File: src/rtl/tmr_irq_vec.sv
module tmr_irq_vec #(
  parameter int N_SEC = 4,
  localparam int NF    = N_SEC + 2,
  localparam int VEC_W = $clog2(2 * NF - 1)
) (
  input  logic             clk,
  input  logic             rst_n,
  input  logic             evt_pri,
  input  logic [N_SEC-1:0] evt_sec,
  input  logic             evt_ovf,
  input  logic             en_wr,
  input  logic [NF-1:0]    en_wdata,
  input  logic             flag_wr,
  input  logic [NF-1:0]    flag_wdata,
  input  logic             vec_rd,
  input  logic             pri_ack,
  output logic [VEC_W-1:0] vec_rdata,
  output logic [NF-1:0]    flag_q,
  output logic             irq_pri,
  output logic             irq_shared
);

  logic [NF-1:0] en_q, pend, evt_all, rd_sel, clr, flag_d;

  assign evt_all = {evt_ovf, evt_sec, evt_pri};
  assign pend    = flag_q & en_q;

  always_comb begin
    vec_rdata = '0;
    rd_sel    = '0;
    for (int i = NF - 1; i >= 1; i--) begin
      if (pend[i]) begin
        vec_rdata = VEC_W'(2 * i);
        rd_sel    = NF'(1) << i;
      end
    end
  end

  assign clr    = (vec_rd ? rd_sel : '0) | {{(NF-1){1'b0}}, pri_ack};
  assign flag_d = (flag_wr ? flag_wdata : (flag_q & ~clr)) | evt_all;

  always_ff @(posedge clk or negedge rst_n) begin
    if (!rst_n) begin
      flag_q <= '0;
      en_q   <= '0;
    end else begin
      flag_q <= flag_d;
      if (en_wr) en_q <= en_wdata;
    end
  end

  assign irq_pri    = pend[0];
  assign irq_shared = |pend[NF-1:1];

  // every strobed source is set one edge later
  a_r2_evt_sets: assert property (@(posedge clk) disable iff (!rst_n)
    (|evt_all) |=> ((flag_q & $past(evt_all)) == $past(evt_all)));

  a_r4_ack_clears: assert property (@(posedge clk) disable iff (!rst_n)
    (pri_ack && !evt_pri && !flag_wr) |=> !flag_q[0]);

  a_r5_req_has_code: assert property (@(posedge clk) disable iff (!rst_n)
    irq_shared |-> (vec_rdata != '0));

  a_r6_one_cleared: assert property (@(posedge clk) disable iff (!rst_n)
    (vec_rd && vec_rdata != '0 && !flag_wr && !pri_ack && evt_all == '0)
      |=> ($countones(flag_q) + 1 == $countones($past(flag_q))));

  a_r7_empty_read: assert property (@(posedge clk) disable iff (!rst_n)
    (vec_rd && vec_rdata == '0 && !flag_wr && !pri_ack && evt_all == '0)
      |=> $stable(flag_q));

  a_r3_pri_gated: assert property (@(posedge clk) disable iff (!rst_n)
    irq_pri |-> flag_q[0]);

endmodule

File: config.mk
export PLATFORM = sky130hd
export DESIGN_NAME = tmr_irq_vec
export DESIGN_NICKNAME = d
export VERILOG_FILES = /design/src/rtl/tmr_irq_vec.sv
export SDC_FILE = /design/constraint.sdc
export NUM_CORES = 1
export LEC_CHECK = 0
export BUFFER_PORTS_ARGS = -buffer_cell sky130_fd_sc_hd__buf_2
export CAP_MARGIN = 0
export CORE_MARGIN = 2
export CORE_UTILIZATION = 41
export DETAILED_ROUTE_END_ITERATION = 6
export HOLD_SLACK_MARGIN = 0.08
export MAX_ROUTING_LAYER = met4
export PLACE_DENSITY = 0.88
export SLEW_MARGIN = 20
export SYNTH_ARGS = -nofsm -noshare
export SYNTH_HDL_FRONTEND = slang
export SYNTH_SLANG_ARGS = --single-unit
File: constraint.sdc
create_clock -name clk -period 1.65 [get_ports clk]
set_clock_uncertainty 0.15 [all_clocks]
set_input_delay 0 -clock clk [delete_from_list [all_inputs] [get_ports clk]]
set_output_delay 0 -clock clk [all_outputs]
set_load 0.01 [all_outputs]
==> flow_metrics.tcl, run 1 <==
set metrics [dict create \
    status "completed" \
    period_share 0.932 \
    p_per_area_nw_per_um2 703 \
    synthToLayoutAreaGrowth_pct 80.5 \
    max_slew.worst_pin.slew_ns 0.554 \
    clk_pin_slew_ns 0.08 \
    grt_pass1_wl_um 3500 \
    first_iter_violations 14 \
    antenna_found_initial 0 \
    ir_drop_uv 478 \
    synth_area_leader_cell "dfrtp_1" \
    busiest_layer "met2" \
    gr-usage-met3 0.0517 \
    dr.pass1.iters 4 \
    yosysWarnings 0 \
    layout_commonest_cell "buf_2" \
    synth_cells 55 \
    viasPerCell 5.38 \
    fill_cells 84 \
    yosysTopAreaCellShare 0.497 \
    synth_cell_type_count 24 \
    crit_chain "mux2_2 -> dlygate4sd3_1" \
    slew_viol_final 0 \
    most-common-layout-cells "34 x buf_2, 29 x dlygate4sd3_1, 12 x dfrtp_1, 6 x mux2_2" \
    core_um2 1330 \
    cts_buffer_depth 2 \
    cp_slowest_cell "dlygate4sd3_1" \
    antenna_cells 0 \
    row_count 13 \
    cap_viol_max_count 0 \
    die_w_um 42.4 \
    cp.arrival_ns 1.54 \
    numPortBuffers 34 \
    ys_ff_latch 12 \
    cts_tree "yes" \
    dpl.hpwl_um 1110 \
    wire_per_inst_um 15.4 \
    grt_util_met2 0.462 \
    dieArea_um2 1800 \
    synthAdderAreaFrac 0 \
    rsz0062_at_grt "no" \
    hold_violations 0 \
    start_util 0.453 \
    use_met1 0.315 \
    num-nets-final 144 \
    drt_drc_violations_left 0 \
    crit_path_start_kind "flip-flop" \
    tns_ns 0 \
    cts_made_buffers 3 \
    avgSynthCellArea_um2 11.0 \
    max_stage_delay_ns 0.56 \
    fp.dieH_um 42.4 \
    post_cts_buffers 0 \
    synth_compound_area_frac 0.209 \
    relSlewSlack 0.629 \
    grt_pass1_vias 753 \
    max_freq_ghz 0.650 \
    worstPathMaxFanout 4 \
    finalWeightedCongestion 0.771 \
    ios 36 \
    synthSimpleGateAreaFrac 0.145 \
    postCtsHoldBufs 29 \
    grtUsageTotal 0.271 \
    cp.required_ns 1.65 \
    layout-drive-gt1-share 0.390 \
    p_leak_uw 0.000513 \
    synthTopCellsByArea "dfrtp_1 50%, mux2_2 11%, a21oi_1 4.1%" \
    cts.sinks 12 \
    grt-ovfl-total 0 \
    syn_area_um2 604 \
    min_path_type "in2reg" \
    period_minus_slack_ns 1.54 \
    finalSetupViolCount 0 \
    critPathKind "reg2reg" \
    post_cts_resized 0 \
    cp-end-kind "flip-flop" \
    synth.area.mux_share 0.112 \
    htree_levels 1 \
    ys_seq_area_frac 0.497 \
    grt_max_degree 13 \
    synth_top_family_by_area "compound AO/OA/AOI/OAI gates" \
    final_core_util 0.818 \
    wl_um 2050 \
    syn_nets 79 \
    synth_xor_area_frac 0 \
    clk_latency_ns 0.27 \
    vias 715 \
    ant_nets 0 \
    root_buffer "clkbuf_4" \
]
-- final timing paths --
kind	start	slack [ns]	cells after the start	endpoint
max in group asynchronous	rst_n	0.32	3	en_q[3]
worst max register to register	en_q[4]	0.11	2	en_q[4]
min in group asynchronous	rst_n	0.66	3	en_q[1]
worst min-delay path	evt_ovf	0.31	3	flag_q[5]
worst max-delay path	en_q[4]	0.11	2	en_q[4]
worst min register to register	flag_q[0]	0.44	2	flag_q[0]
-- critical path, delay by kind of cell (launching register included) --
kind | cells | cell delay, ns
muxes | 1 | 0.29
DFF | 1 | 0.43
buffers and inverters | 1 | 0.56
-- layout make-up --
| class | instances | area (um2) | share of cell area |
|---|---|---|---|
| Clock buffer | 3 | 22.5 | 0.0206 |
| Multi-Input combinational cell | 39 | 285 | 0.261 |
| Inverter | 1 | 3.75 | 0.00344 |
| Tap cell | 15 | 18.8 | 0.0172 |
| Sequential cell | 12 | 300 | 0.275 |
| Timing Repair Buffer | 63 | 460 | 0.422 |
-- registers in the layout (all words and copies together), names as in the netlist --
signal,cells
flag_q,6
en_q,6
-- cells by family after synthesis --
| family | Yosys count |
|---|---|
| AOI/OAI and AO/OA | 16 |
| and+or+nand+nor | 16 |
| DFF | 12 |
| muxes | 6 |
| buffers and inverters | 4 |
| other | 1 |
-- layer usage --
layer / routed length [um] / up-vias
met2: 1060 / 41
met1: 776 / 339
met5: 0 / -
met3: 132 / 10
met4: 80 / 0
li1: - / 325
-- synth_stat cells --
library cell / number
a221o_1: 2
or2b_1: 1
nand3_1: 1
mux2_2: 6
nand4_1: 1
a311oi_1: 1
a211o_1: 2
and2_1: 2
clkbuf_1: 2
nor2b_1: 2
dfrtp_1: 12
o21ai_0: 3
a22oi_4: 1
nand2b_1: 1
a21boi_2: 1
a21oi_1: 5
nor2_1: 1
inv_1: 1
and2_2: 1
conb_1: 1
nand2_1: 5
buf_4: 1
nand3b_1: 1
a22oi_1: 1
-- power breakdown --
group          total [uW]  internal (uW)  leakage (uW)  switching (uW)
Sequential            351            320      0.000132            30.9
Clock                 185           84.4     0.0000138             101
Combinational         231            138      0.000367            92.9
Total                 767            542      0.000513             225
-- through the flow --
step / setup WS (ns) / hold slack, ns / power, uW / std cells / area [um2]
global placement: 0.302 / -0.261 / 509 / 101 / 778
floorplan: 0.306 / -0.446 / 442 / 55 / 604
global route: 0.0474 / 0.323 / 807 / 133 / 1090
CTS: 0.119 / 0.309 / 753 / 133 / 1090
detailed placement: 0.255 / -0.260 / 515 / 101 / 778
finish: 0.112 / 0.310 / 767 / 133 / 1090
Note: power is estimated with default switching activity, not from simulation.
==> run 2: changes to the inputs <==
--- a/config.mk
+++ b/config.mk
@@ -7,13 +7,16 @@
 export LEC_CHECK = 0
 export BUFFER_PORTS_ARGS = -buffer_cell sky130_fd_sc_hd__buf_2
 export CAP_MARGIN = 0
+export CELL_PAD_IN_SITES_DETAIL_PLACEMENT = 0
+export CELL_PAD_IN_SITES_GLOBAL_PLACEMENT = 2
 export CORE_MARGIN = 2
-export CORE_UTILIZATION = 41
+export CORE_UTILIZATION = 23
+export CTS_CLUSTER_SIZE = 20
 export DETAILED_ROUTE_END_ITERATION = 6
 export HOLD_SLACK_MARGIN = 0.08
 export MAX_ROUTING_LAYER = met4
-export PLACE_DENSITY = 0.88
-export SLEW_MARGIN = 20
+export PLACE_DENSITY = 0.87
+export SLEW_MARGIN = 0
 export SYNTH_ARGS = -nofsm -noshare
 export SYNTH_HDL_FRONTEND = slang
 export SYNTH_SLANG_ARGS = --single-unit
==> flow_metrics.tcl, run 2 (synthesized netlist as in run 1, its figures left out) <==
set metrics [dict create \
    status "completed" \
    wire_per_inst_um 12.2 \
    clk_latency_ns 0.28 \
    start_util 0.244 \
    cts_buffer_depth 2 \
    grt_pass1_vias 704 \
    hold_violations 0 \
    layout_commonest_cell "buf_2" \
    relSlewSlack 0.628 \
    cp-end-kind "flip-flop" \
    cts.sinks 12 \
    grtUsageTotal 0.124 \
    clk_pin_slew_ns 0.08 \
    max_freq_ghz 0.656 \
    root_buffer "clkbuf_4" \
    num-nets-final 144 \
    r2r-end "en_q[3]" \
    ios 36 \
    crit_path_start_kind "flip-flop" \
    postCtsHoldBufs 29 \
    drt_drc_violations_left 0 \
    min_path_type "in2reg" \
    r2r_start "en_q[3]" \
    ff2ff_path_depth 2 \
    ir_drop_uv 467 \
    p_per_area_nw_per_um2 726 \
    cts_tree "yes" \
    grt_pass1_wl_um 2980 \
    row_count 18 \
    rsz0062_at_grt "no" \
    post_cts_resized 0 \
    slew_viol_final 0 \
    cp.required_ns 1.67 \
    numPortBuffers 34 \
    antenna_cells 0 \
    viasPerCell 4.37 \
    dr.pass1.iters 2 \
    final_core_util 0.454 \
    worstHoldStart "evt_sec[3]" \
    max_slew.worst_pin.slew_ns 0.556 \
    crit_start "en_q[3]" \
    layout-drive-gt1-share 0.395 \
    die_w_um 55.3 \
    dieArea_um2 3050 \
    dpl.hpwl_um 1150 \
    synthToLayoutAreaGrowth_pct 85.9 \
    top_regs "en_q x6, flag_q x6" \
    htree_levels 1 \
    antenna_found_initial 0 \
    ant_nets 0 \
    grt-ovfl-total 0 \
    vias 651 \
    whs_path_depth 3 \
    post_cts_buffers 0 \
    finalWeightedCongestion 0.764 \
    worstPathMaxFanout 4 \
    critPathKind "reg2reg" \
    fill_cells 233 \
    max_stage_delay_ns 0.55 \
    cp.arrival_ns 1.54 \
    period_minus_slack_ns 1.53 \
    ff2ff_setup_slack_ns 0.12 \
    tns_ns 0 \
    period_share 0.924 \
    most-common-layout-cells "34 x buf_2, 29 x dlygate4sd3_1, 12 x dfrtp_1, 6 x mux2_2" \
    hold_end "flag_q[4]" \
    grt_max_degree 13 \
    core_um2 2480 \
    cap_viol_max_count 0 \
    wl_um 1810 \
    first_iter_violations 2 \
    p_leak_uw 0.000520 \
    cts_made_buffers 3 \
    finalSetupViolCount 0 \
    crit_chain "mux2_2 -> dlygate4sd3_1" \
    fp.dieH_um 55.3 \
    cp_slowest_cell "dlygate4sd3_1" \
]
## run 2: routing by layer
| layer | share of wire | routed length (um) | track usage | up-vias |
|---|---|---|---|---|
| met5 | 0 | 0 | - | - |
| met4 | 0 | 0 | 0.0418 | 0 |
| met3 | 0.044 | 79 | 0.0164 | 0 |
| met2 | 0.54 | 975 | 0.226 | 22 |
| met1 | 0.42 | 756 | 0.139 | 304 |
| li1 | - | - | - | 325 |
## run 2: through the flow
| step | total power, uW | setup slack (ns) | instances | cell area (um2) | hold WS (ns) |
|---|---|---|---|---|---|
| global placement | 514 | 0.308 | 116 | 797 | -0.251 |
| floorplan | 442 | 0.306 | 55 | 604 | -0.446 |
| finish | 816 | 0.125 | 149 | 1120 | 0.292 |
| global route | 865 | 0.0642 | 149 | 1120 | 0.314 |
| CTS | 822 | 0.121 | 149 | 1120 | 0.280 |
| detailed placement | 517 | 0.284 | 116 | 797 | -0.251 |
## run 2: area by class of cell
cell class                 count  area, um2  area share
inverter                       1       3.75     0.00334
clock buffer                   4       36.3      0.0323
tap                           30       37.5      0.0334
multi-input combinational     39        285       0.254
sequential                    12        300       0.267
timing repair buffer          63        460       0.410
## run 2: critical path: cells and delay by family, from the launching register on
family	cells	cell delay, ns
multiplexers	1	0.28
buffers and inverters	1	0.55
flip-flops	1	0.44
## run 2: how the worst max path moves through the flow
stage / end / slack, ns
after floorplan: flag_q[5] / 0.31
after global routing: irq_shared / 0.06
final: en_q[3] / 0.12
after detailed placement: flag_q[5] / 0.28
after global placement: flag_q[5] / 0.31
after CTS: en_q[3] / 0.12
## run 2: power breakdown
part           internal, uW  leakage (uW)  switching, uW
Clock                   134     0.0000210            106
Combinational           138      0.000367           90.2
Sequential              320      0.000132           27.7
Total                   592      0.000520            223
